[config.mk]
export PLATFORM = sky130hd
export DESIGN_NAME = foc_seq_ctrl
export DESIGN_NICKNAME = d
export VERILOG_FILES = /design/src/rtl/foc_seq_pkg.sv /design/src/rtl/foc_seq_cfg.sv /design/src/rtl/foc_seq_slot.sv /design/src/rtl/foc_seq_ctrl.sv
export SDC_FILE = /design/constraint.sdc
export NUM_CORES = 1
export LEC_CHECK = 0
export BUFFER_PORTS_ARGS = -buffer_cell sky130_fd_sc_hd__buf_2
export CORE_AREA = 2 2 72 74
export CTS_BUF_LIST = sky130_fd_sc_hd__clkbuf_4 sky130_fd_sc_hd__clkbuf_8 sky130_fd_sc_hd__clkbuf_16
export DETAILED_ROUTE_END_ITERATION = 16
export DIE_AREA = 0 0 74 76
export PLACE_DENSITY_LB_ADDON = 0.05
export SYNTH_ARGS = -nofsm -noshare
export SYNTH_HDL_FRONTEND = slang
export SYNTH_SLANG_ARGS = --single-unit
[constraint.sdc]
create_clock -name clk -period 1.95 [get_ports clk]
set_clock_uncertainty 0.15 [all_clocks]
set_input_delay 0.39 -clock clk [delete_from_list [all_inputs] [get_ports clk]]
set_output_delay 0.39 -clock clk [all_outputs]
set_load 0.02 [all_outputs]
[src/rtl/foc_seq_pkg.sv]
package foc_seq_pkg;
  localparam int NSTG      = 7;
  localparam int REG_W     = 32;
  localparam int AUTO_BASE = 8;   // auto bit of stage i sits at AUTO_BASE+i
  localparam int ATCLR_BIT = 16;
  localparam int SVDIS_BIT = 17;
  localparam int IE_BASE   = 24;
  localparam int GIE_BIT   = 31;

  typedef struct packed {
    logic            gie;
    logic [NSTG-1:0] ie;
    logic            svdis;
    logic            atclr;
    logic [NSTG-1:1] auto_en;
  } seq_cfg_t;
endpackage

[src/rtl/foc_seq_cfg.sv]
module foc_seq_cfg
  import foc_seq_pkg::*;
(
  input  logic             clk,
  input  logic             rst_n,
  input  logic             wr_ctrl_i,
  input  logic [REG_W-1:0] wdata_i,
  output seq_cfg_t         cfg_o,
  output logic [REG_W-1:0] rdata_o
);
  seq_cfg_t cfg_q, cfg_d;

  always_comb begin
    cfg_d = cfg_q;
    for (int i = 1; i < NSTG; i++) cfg_d.auto_en[i] = wdata_i[AUTO_BASE+i];
    cfg_d.atclr = wdata_i[ATCLR_BIT];
    cfg_d.svdis = wdata_i[SVDIS_BIT];
    for (int i = 0; i < NSTG; i++) cfg_d.ie[i] = wdata_i[IE_BASE+i];
    cfg_d.gie   = wdata_i[GIE_BIT];
  end

  always_ff @(posedge clk or negedge rst_n) begin
    if (!rst_n)         cfg_q <= '0;
    else if (wr_ctrl_i) cfg_q <= cfg_d;
  end

  always_comb begin
    rdata_o = '0;
    for (int i = 1; i < NSTG; i++) rdata_o[AUTO_BASE+i] = cfg_q.auto_en[i];
    rdata_o[ATCLR_BIT] = cfg_q.atclr;
    rdata_o[SVDIS_BIT] = cfg_q.svdis;
    for (int i = 0; i < NSTG; i++) rdata_o[IE_BASE+i] = cfg_q.ie[i];
    rdata_o[GIE_BIT]   = cfg_q.gie;
  end

  assign cfg_o = cfg_q;


  cfg_hold_chk: assert property (@(posedge clk) disable iff (!rst_n)
    !wr_ctrl_i |=> $stable(rdata_o));
endmodule

[src/rtl/foc_seq_slot.sv]
module foc_seq_slot #(
  parameter bit HAS_AUTO = 1'b1
) (
  input  logic clk,
  input  logic rst_n,
  input  logic blocked_i,
  input  logic sw_wr_i,
  input  logic sw_go_i,
  input  logic clr_wr_i,
  input  logic clr_bit_i,
  input  logic auto_i,
  input  logic prev_acc_i,
  input  logic done_i,
  input  logic pwm_load_i,
  input  logic atclr_i,
  output logic start_o,
  output logic abort_o,
  output logic flag_o,
  output logic acc_o
);
  logic run_q, run_d;
  logic flag_q, flag_d;
  logic start_q, abort_q;
  logic acc, trig, abort_now, clr;

  always_comb begin
    acc       = done_i & run_q;
    trig      = ~blocked_i & ((sw_wr_i & sw_go_i) | (HAS_AUTO & auto_i & prev_acc_i));
    abort_now = sw_wr_i & ~sw_go_i & run_q & ~acc & ~trig;
    clr       = (clr_wr_i & clr_bit_i) | (HAS_AUTO & atclr_i & auto_i & pwm_load_i);
    if (trig)                  run_d = 1'b1;
    else if (acc || abort_now) run_d = 1'b0;
    else                       run_d = run_q;
    if (acc)      flag_d = 1'b1;
    else if (clr) flag_d = 1'b0;
    else          flag_d = flag_q;
  end

  always_ff @(posedge clk or negedge rst_n) begin
    if (!rst_n) begin
      run_q   <= 1'b0;
      flag_q  <= 1'b0;
      start_q <= 1'b0;
      abort_q <= 1'b0;
    end else begin
      run_q   <= run_d;
      flag_q  <= flag_d;
      start_q <= trig;
      abort_q <= abort_now;
    end
  end

  assign start_o = start_q;
  assign abort_o = abort_q;
  assign flag_o  = flag_q;
  assign acc_o   = acc;


  done_sets_flag_chk: assert property (@(posedge clk) disable iff (!rst_n)
    acc |=> flag_q);

  flag_rise_cause_chk: assert property (@(posedge clk) disable iff (!rst_n)
    $rose(flag_q) |-> $past(done_i));

  abort_not_start_chk: assert property (@(posedge clk) disable iff (!rst_n)
    abort_q |-> (!start_q && !run_q));

  blocked_no_start_chk: assert property (@(posedge clk) disable iff (!rst_n)
    blocked_i |=> !start_q);

  flag_keep_chk: assert property (@(posedge clk) disable iff (!rst_n)
    (flag_q && !clr_wr_i && !pwm_load_i) |=> flag_q);

  autoclr_chk: assert property (@(posedge clk) disable iff (!rst_n)
    (HAS_AUTO && atclr_i && auto_i && pwm_load_i && !done_i) |=> !flag_q);
endmodule

[src/rtl/foc_seq_ctrl.sv]
module foc_seq_ctrl
  import foc_seq_pkg::*;
(
  input  logic             clk,
  input  logic             rst_n,
  input  logic             reg_we,
  input  logic             reg_sel,
  input  logic [REG_W-1:0] reg_wdata,
  output logic [REG_W-1:0] ctrl_rdata,
  output logic [REG_W-1:0] stat_rdata,
  output logic [NSTG-1:0]  stg_start,
  output logic [NSTG-1:0]  stg_abort,
  input  logic [NSTG-1:0]  stg_done,
  input  logic             pwm_load,
  output logic             irq
);
  seq_cfg_t        cfg;
  logic            wr_ctrl, wr_stat;
  logic [NSTG-1:0] flags, acc;

  assign wr_ctrl = reg_we & ~reg_sel;
  assign wr_stat = reg_we &  reg_sel;

  foc_seq_cfg u_cfg (
    .clk       (clk),
    .rst_n     (rst_n),
    .wr_ctrl_i (wr_ctrl),
    .wdata_i   (reg_wdata),
    .cfg_o     (cfg),
    .rdata_o   (ctrl_rdata)
  );

  generate
    for (genvar i = 0; i < NSTG; i++) begin : g_stage
      logic auto_b, prev_b, blk_b;
      if (i == 0) begin : g_head
        assign auto_b = 1'b0;
        assign prev_b = 1'b0;
      end else begin : g_chain
        assign auto_b = cfg.auto_en[i];
        assign prev_b = acc[i-1];
      end
      if (i == NSTG-1) begin : g_last
        assign blk_b = cfg.svdis;
      end else begin : g_mid
        assign blk_b = 1'b0;
      end
      foc_seq_slot #(.HAS_AUTO(i != 0)) u_slot (
        .clk        (clk),
        .rst_n      (rst_n),
        .blocked_i  (blk_b),
        .sw_wr_i    (wr_ctrl),
        .sw_go_i    (reg_wdata[i]),
        .clr_wr_i   (wr_stat),
        .clr_bit_i  (reg_wdata[i]),
        .auto_i     (auto_b),
        .prev_acc_i (prev_b),
        .done_i     (stg_done[i]),
        .pwm_load_i (pwm_load),
        .atclr_i    (cfg.atclr),
        .start_o    (stg_start[i]),
        .abort_o    (stg_abort[i]),
        .flag_o     (flags[i]),
        .acc_o      (acc[i])
      );
    end
  endgenerate

  always_comb begin
    stat_rdata            = '0;
    stat_rdata[NSTG-1:0]  = flags;
  end

  assign irq = cfg.gie & |(flags & cfg.ie);


  irq_needs_flag_chk: assert property (@(posedge clk) disable iff (!rst_n)
    irq |-> (stat_rdata != '0));

  start_bits_zero_chk: assert property (@(posedge clk) disable iff (!rst_n)
    ctrl_rdata[NSTG-1:0] == '0);

  start_one_cycle_chk: assert property (@(posedge clk) disable iff (!rst_n)
    (stg_start[0] && !reg_we) |=> !stg_start[0]);
endmodule

# Yosys cells after proc, flatten, opt, wreduce, memory -nomap -nowiden
# Index checks and enable logic that the tools add are counted.
[op_classes] addsub=0 multipliers=0 div=0 n_lt_le_gt_ge=0 eq_ne=0 shifts=0 muxes=28 bitwise=107 reduce_logical=22
[ops] cell="1-bit bitwise AND" count=71
[ops] cell="1-bit two-way mux" count=28
[ops] cell="2-bit nonzero test" count=14
[ops] cell="1-bit NOT" count=23
[ops] cell="1-bit bitwise OR" count=12
[ops] cell="7-bit bitwise AND" count=1
[ops] cell="1-bit logical OR" count=7
[ops] cell="7-bit OR reduction" count=1
[totals] register_bits=44 latch_bits=0 ramBits=0 mem_bits_ro=0 inputBits=44 output_inout_bits=79 wordCells=190 memories=0

# Longest topological paths before layout
# Gate-level depths: netlist (run 1).
[depth] word_depth=10 ltp_mapped=5 ltp_nobuf=3

# Hierarchy
# Synthesis (run 1) repeated with hierarchy kept, for this count alone.
[unflattened] hier_cells=203 hier_area_um2=2343.5
[by_module_without_submodules] module="foc_seq_slot (g_stage[1].u_slot ...)" n_inst=6 cells_each=15 area_each_um2=173.9 seq_area_each_um2=100.1
[by_module_without_submodules] module="foc_seq_cfg" n_inst=1 cells_each=67 area_each_um2=893.4 seq_area_each_um2=400.4
[by_module_without_submodules] module="foc_seq_ctrl" n_inst=1 cells_each=33 area_each_um2=239.0 seq_area_each_um2=0.0
[by_module_without_submodules] module="foc_seq_slot (g_stage[0].u_slot)" n_inst=1 cells_each=13 area_each_um2=167.7 seq_area_each_um2=100.1

# Worst setup path before layout (run 1)
# Ideal clock, no wire load.
[synth_path] path_type="flip-flop to output port" startpoint="reg u_cfg.cfg_q, in the netlist u_cfg.cfg_o[10]" endpoint="out irq" arrival_time_ps=1016 t_required_ps=1410 setup_slack_ps=394 path_stages_with_launch=3 path_buffers=0 cell_sequence="dfrtp_1 a222oi_1 a31oi_1"
[synth_via] elab_chain_cells=3
[synth_lines] item="start, declared" line_no="foc_seq_cfg.sv:11" text="seq_cfg_t cfg_q, cfg_d;"
[synth_lines] item="start signal, assigned" line_no="foc_seq_cfg.sv:24" text="else if (wr_ctrl_i) cfg_q <= cfg_d;"
[synth_lines] item="7-bit bitwise AND" line_no="foc_seq_ctrl.sv:74" text="assign irq = cfg.gie & |(flags & cfg.ie);"
[synth_lines] item="7-bit OR reduction" line_no="foc_seq_ctrl.sv:74"
[synth_lines] item="1-bit bitwise AND" line_no="foc_seq_ctrl.sv:74"
[synth_lines] item="end, declared" line_no="foc_seq_ctrl.sv:15" text="output logic irq"
# Every way passes these cells.

# Worst setup path after layout (run 1)
# Same ends and word-level chain as after synthesis.

==> results.md, run 1 <==
* Setup violators final at 0
* Post-Syn Area at 2280 µm²
* Vias in the first global route at 1419
* Area grow syn2layout at 8.50%
* CP startpoint: u_cfg.cfg_o[10]
* Fin Setup TNS at 0 ns
* Critical-path cell list: a222oi_1 > a31oi_1 > buf_2
* DRT Pass-1 Iters at 4
* Gr usage total at 0.167
* Fin crit period at 1.93 ns
* Final Hold Vio Count at 0
* Final Max Slew Viols at 0
* Placed cells at 339
* R2R Path Start: u_cfg.cfg_o[6]
* CTS H-tree lvls at 2
* Post-route core utilization at 0.504
* Die Span X at 74 µm
* # IOs at 123
* Mean Syn Cell Area at 9.92 µm²
* DRT antenna net count at 0
* Ant. Diodes at 0
* RSZ-0062 raised after global routing: true
* Initial antenna violation count at 0
* Worst hold path class: in -> reg
* Post-route clock period utilization at 0.991
* Vias per cell at 4.36
* Cts bufs inserted at 5
* Die Y at 76 µm
* CP max FO at 2
* Initial DRC count at 63
* Via count at 1527
* Post-DP HPWL at 3.25 mm
* Distinct cells, synth at 27
* Slew margin rel. at 0.643
* Top cell type by total area after synthesis: dfrtp_1
* Grt total ovfl at 0
* R2R Setup Slk at 0.65 ns
* Fraction of the yosys area taken by sequential cells at 0.483
* DR WL/cell at 12.4 µm
* Die ar. at 5620 µm²
* CP Capture Point: irq
* Final Net Count at 323
* Crit path kind: reg -> out
* Post-route DRC at 0
* Root Driver: clkbuf_8
* Final Instance Count excl. Fillers at 350
* Leak Pwr at 1.44 nW
* Worst Path Required at 1.41 ns
* Synth warnings at 0
* P_int at 1.52 mW
* FF-to-FF path depth at 3
* PD cells at 911 nW/µm²
* Hold path startpoint: reg_wdata[0]
* Power Total at 2.26 mW
* CP startpoint kind: flip-flop
* Logic pwr share at 0.238
* I/O Buffers at 72
* Share of cells above drive strength 1 at 0.318
* Crit Reg-Reg Endpoint: g_stage[4].u_slot.flag_o
* Worst-Margin Slew at 0.535 ns
* Synthesized flop and latch total at 44
* Max Cap Viol at 0
* Slowest stage delay, CP at 0.40 ns
* Clock sinks at 44
* Clock-pin slew on the worst setup and hold paths at 0.08 ns
* Peak supply drop at 347 µV
* Initial core utilization at 0.464
* Max Clk Rate at 0.517 GHz
* First-pass GRT wire length at 7.10 mm
* Row cnt at 26
* Largest net degree at the start of global routing at 24
* Status: complete, no violations
* Arrival @ worst endpoint at 1.39 ns
* Synth top area share at 0.483
* Cells after Synth at 230
* Switching portion of total power at 0.326
* CTS max path bufs at 2
* Gates resized, CTS repair at 0
* Wirelength, routed at 4.34 mm
* Reg power frac at 0.488
* Synth area leaders: dfrtp_1 (48%), buf_4 (24%), nand2_1 (7.9%)
* Slowest-stage cell, CP: a222oi_1
* CTS tree: yes
* CP endpoint kind: primary output
* Clock share of power at 0.274
* NetSw at 0.735 mW
* Gpl congestion at 0.740
* Core footprint at 4910 µm²
* Latest clock arrival within the worst-skew pair at 0.29 ns
## power groups by stage
stage | registers [mW] | logic (mW) | clock network [mW]
4_1_cts | 1.10 | 0.540 | 0.640
2_1_floorplan | 1.12 | 0.479 | 0
3_5_place_dp | 1.12 | 0.532 | 0
3_3_place_gp | 1.12 | 0.533 | 0
5_1_grt | 1.12 | 0.591 | 0.661
6_report | 1.10 | 0.538 | 0.617
## metal layers
metal / wire (µm) / track usage / vias up
li1: - / - / 748
met1: 1900 / 0.223 / 706
met2: 2060 / 0.254 / 66
met3: 286 / 0.0344 / 7
met4: 93 / 0.0836 / 0
met5: 0 / 0 / -
## worst min-delay path by stage
stage | to | slack (ns) | cells past startpoint
after floorplan | g_stage[0].u_slot.abort_o | -0.06 | 0
after global placement | g_stage[3].u_slot.abort_o | 0.25 | 1
after detailed placement | g_stage[3].u_slot.abort_o | 0.26 | 1
after CTS | g_stage[0].u_slot.abort_o | 0.11 | 2
after global routing | g_stage[0].u_slot.abort_o | 0.12 | 2
final | g_stage[0].u_slot.abort_o | 0.12 | 2
## area by class of cell
cell class	count	area, µm²
fillers	501	2440
flip-flops and latches	44	1100
multi-input cells	148	757
repair buffers	79	428
clock buffers	8	97.6
well taps	70	87.6
inverters	1	3.75
## placed cells by master, fill, tap and decap left out, drive strengths merged
| cell | instances |
|---|---|
| a211o | 1 |
| a21o | 5 |
| a21oi | 1 |
| a222oi | 1 |
| a22o | 7 |
| a22oi | 8 |
| a31oi | 1 |
| and2 | 3 |
| and3 | 5 |
| buf | 78 |
| clkbuf | 8 |
| conb | 41 |
| dfrtp | 44 |
| dlygate4sd3 | 1 |
| inv | 1 |
| nand2 | 48 |
| nand2b | 8 |
| nand3 | 1 |
| nor2 | 2 |
| nor2b | 1 |
| nor3 | 1 |
| nor4 | 6 |
| o21ai | 2 |
| o21bai | 6 |
## flip-flops by register name (all words and copies together) (netlist names)
signal,flops
g_stage.u_slot.abort_o,7
g_stage.u_slot.flag_o,7
g_stage.u_slot.run_q,7
g_stage.u_slot.start_o,7
u_cfg.cfg_o,16
## synthesized netlist by cell type
cell type,n
dfrtp_1,44
nor2_2,1
a21o_1,5
a21oi_1,1
conb_1,1
nand2b_1,7
a22oi_1,8
buf_6,1
o21bai_1,6
a222oi_1,1
a22o_1,7
buf_4,72
inv_1,1
and3_1,5
nand3_1,1
o21ai_0,2
nor2b_4,1
a211o_1,1
clkbuf_1,2
and2_1,3
a31oi_1,1
nor3_1,1
nand2b_4,1
nor4_1,6
buf_2,2
nand2_1,48
nor2_1,1
## kinds of logic after synthesis
logic type             after synthesis  share of synthesized area
buffers and inverters               78                      0.251
AND/OR/NAND/NOR                     75                      0.157
flip-flops                          44                      0.483
AO/OA/AOI/OAI                       32                      0.107
other                                1                    0.00164
## stage by stage
stage	instance area, µm²	setup slack (ns)	hold WS (ns)
6_report	2470	0.0174	0.124
2_1_floorplan	2430	0.394	-0.0556
5_1_grt	2470	-0.0552	0.124
3_3_place_gp	2350	0.306	0.251
4_1_cts	2470	-0.0123	0.115
3_5_place_dp	2350	0.306	0.262
## timing repair
action / CTS / global route
pin swaps: 2 / 1
hold buffers: 1 / 0
endpoints found under the setup margin: 1 / 1
hold endpoints to repair: 21 / 0
setup buffers: 1 / 1
## critical path: cells and delay by family, from the launching register on
kind	cells	cell delay [ns]
buf+inv	1	0.18
flops	1	0.39
compound gates	2	0.53
(Power assumes the default switching activity.)
==> run 2: changes to the inputs <==
CORE_AREA = 2 2 73 75   (was 2 2 72 74)
DIE_AREA = 0 0 75 77   (was 0 0 74 76)
SYNTH_HIERARCHICAL = 1   (was unset)
==> results.md, run 2 <==
* CP max FO at 3
* Root Driver: clkbuf_8
* Crit path kind: reg -> out
* Row cnt at 26
* Hold-fix buffers, CTS at 0
* Mean Syn Cell Area at 11.5 µm²
* Pre-CTS setup slack at 0.365 ns
* Clock sinks at 44
* Synth area leaders: dfrtp_1 (47%), buf_4 (18%), mux2_4 (6.4%)
* FF-to-FF path depth at 3
* Post-CTS Setup Bufs at 0
* WHS at 0.0106 ns
* Post-route clock period utilization at 0.959
* DRT antenna net count at 0
* Synth top area share at 0.470
* Worst hold path class: in -> async
* RSZ-0062 raised after global routing: false
* Vias per cell at 4.27
* Post-synth EDFFs at 0
* Fin crit period at 1.87 ns
* Post-route DRC at 0
* Share of cells above drive strength 1 at 0.412
* Post-route setup slack at 0.0801 ns
* Fillers at 483
* Cells after Synth at 203
* CP startpoint kind: flip-flop
* Gates resized, CTS repair at 0
* First-pass GRT wire length at 6.47 mm
* Grt total ovfl at 0
* Gr usage total at 0.149
* Latest clock arrival within the worst-skew pair at 0.29 ns
* R2R Setup Slk at 0.76 ns
* Die Y at 77 µm
* CP endpoint kind: primary output
* Post-route core utilization at 0.541
* Slew margin rel. at 0.633
* Post-DP HPWL at 3.16 mm
* Fin Setup TNS at 0 ns
* Largest net degree at the start of global routing at 45
* Final Net Count at 327
* Max Clk Rate at 0.535 GHz
* Synthesized flop and latch total at 44
* CTS tree: yes
* DR WL/cell at 12.1 µm
* Max Cap Viol at 0
* Most frequent cells in the layout: buf_2 (72), conb_1 (57), dfrtp_1 (44)
* Worst-Margin Slew at 0.551 ns
* Clock-pin slew on the worst setup and hold paths at 0.08 ns
* R2R Path Start: g_stage[2].u_slot/run_q
* Area grow syn2layout at 14.9%
* Core footprint at 4980 µm²
* Final Hold Vio Count at 0
* Initial core utilization at 0.471
* Leak Pwr at 1.45 nW
* Multi-input logic area at 945 µm²
* Commonest non-fill, non-tap cell in the layout: buf_2
* Vias in the first global route at 1250
* Crit Reg-Reg Endpoint: g_stage[3].u_slot/abort_o
* Setup violators final at 0
* Peak supply drop at 375 µV
* Count leader, synth: buf_4
* DRT Pass-1 Iters at 4
* Commonest cells in the netlist: buf_4 (57), dfrtp_1 (44), inv_1 (14)
* Gpl congestion at 0.710
* Cts bufs inserted at 5
* PD cells at 850 nW/µm²
* Via count at 1513
* FFs w/ async S/R, synth at 1.00
* Final Max Slew Viols at 0
* I/O Buffers at 72
* Register area at 1100 µm²
* Top cell type by total area after synthesis: dfrtp_1
* Post-synth top flop: dfrtp_1
* # IOs at 123
* Wirelength, routed at 4.30 mm
* Post-Syn Area at 2340 µm²
* CTS H-tree lvls at 2
* Synth warnings at 6
* Arrival @ worst endpoint at 1.33 ns
* Initial DRC count at 68
* Distinct cells, synth at 25
* Ant. Diodes at 0
* Fraction of the yosys area taken by sequential cells at 0.470
* Max reg flops at 16
* Die Span X at 75 µm
* Initial antenna violation count at 0
* Status: complete, no violations
* Worst Path Required at 1.41 ns
* Die ar. at 5780 µm²
* CTS max path bufs at 2
-- run 2: cell count changes in the layout (fill, tap and decap cells not counted), sizes merged, moves of 6 or more --
cell / change
nand2b: -6
inv: +13
a22o: -7
a31o: +6
nor4: -6
nand2: -41
o32ai: +6
nor2b: +6
o21bai: -6
mux2: +16
conb: +16
o2111a: +6
-- run 2: routing by layer --
| metal | wire length, µm | up-vias | track usage |
|---|---|---|---|
| li1 | - | 745 | - |
| met1 | 1900 | 681 | 0.207 |
| met2 | 1900 | 81 | 0.212 |
| met3 | 434 | 6 | 0.0539 |
| met4 | 65 | 0 | 0.0536 |
| met5 | 0 | - | 0 |
-- run 2: area by class of cell --
type                       count  share of cell area
clock buffer                   8              0.0362
inverter                      14              0.0195
multi-input combinational    141               0.351
sequential                    44               0.409
tap                           70              0.0325
timing repair buffer          77               0.152
-- run 2: critical path, stage by stage (launching register included) --
cell and delay [ns]:
dfrtp_1 0.42, a222oi_1 0.31, a31oi_1 0.13, buf_2 0.17
-- run 2: worst max-delay path by stage --
stage	from	to	cells after the start
finish	g_stage[4].u_slot/flag_o	irq	3
global route	g_stage[4].u_slot/flag_o	irq	3
CTS	g_stage[2].u_slot/flag_o	irq	3
detailed placement	g_stage[2].u_slot/flag_o	irq	3
global placement	g_stage[2].u_slot/flag_o	irq	3
floorplan	reg_we	u_cfg/cfg_o[0]	4
-- run 2: logic make-up after synthesis --
group           after synthesis  synth area share
buf+inv                      73             0.218
flops                        44             0.470
simple gates                 38            0.0902
compound gates               30             0.125
mux                          16            0.0929
other cells                   2           0.00320
-- run 2: power by group --
part / switching (mW) / internal, mW
Combinational: 0.344 / 0.234
Clock: 0.289 / 0.317
Sequential: 0.0944 / 1.01
Total: 0.728 / 1.56
-- run 2: through the flow --
step                      total power, mW  instances  cell area (µm²)
after floorplan                      1.61        258             2550
after global placement               1.69        343             2570
after detailed placement             1.69        343             2570
after CTS                            2.31        351             2670
after global routing                 2.42        354             2690
final                                2.29        354             2690
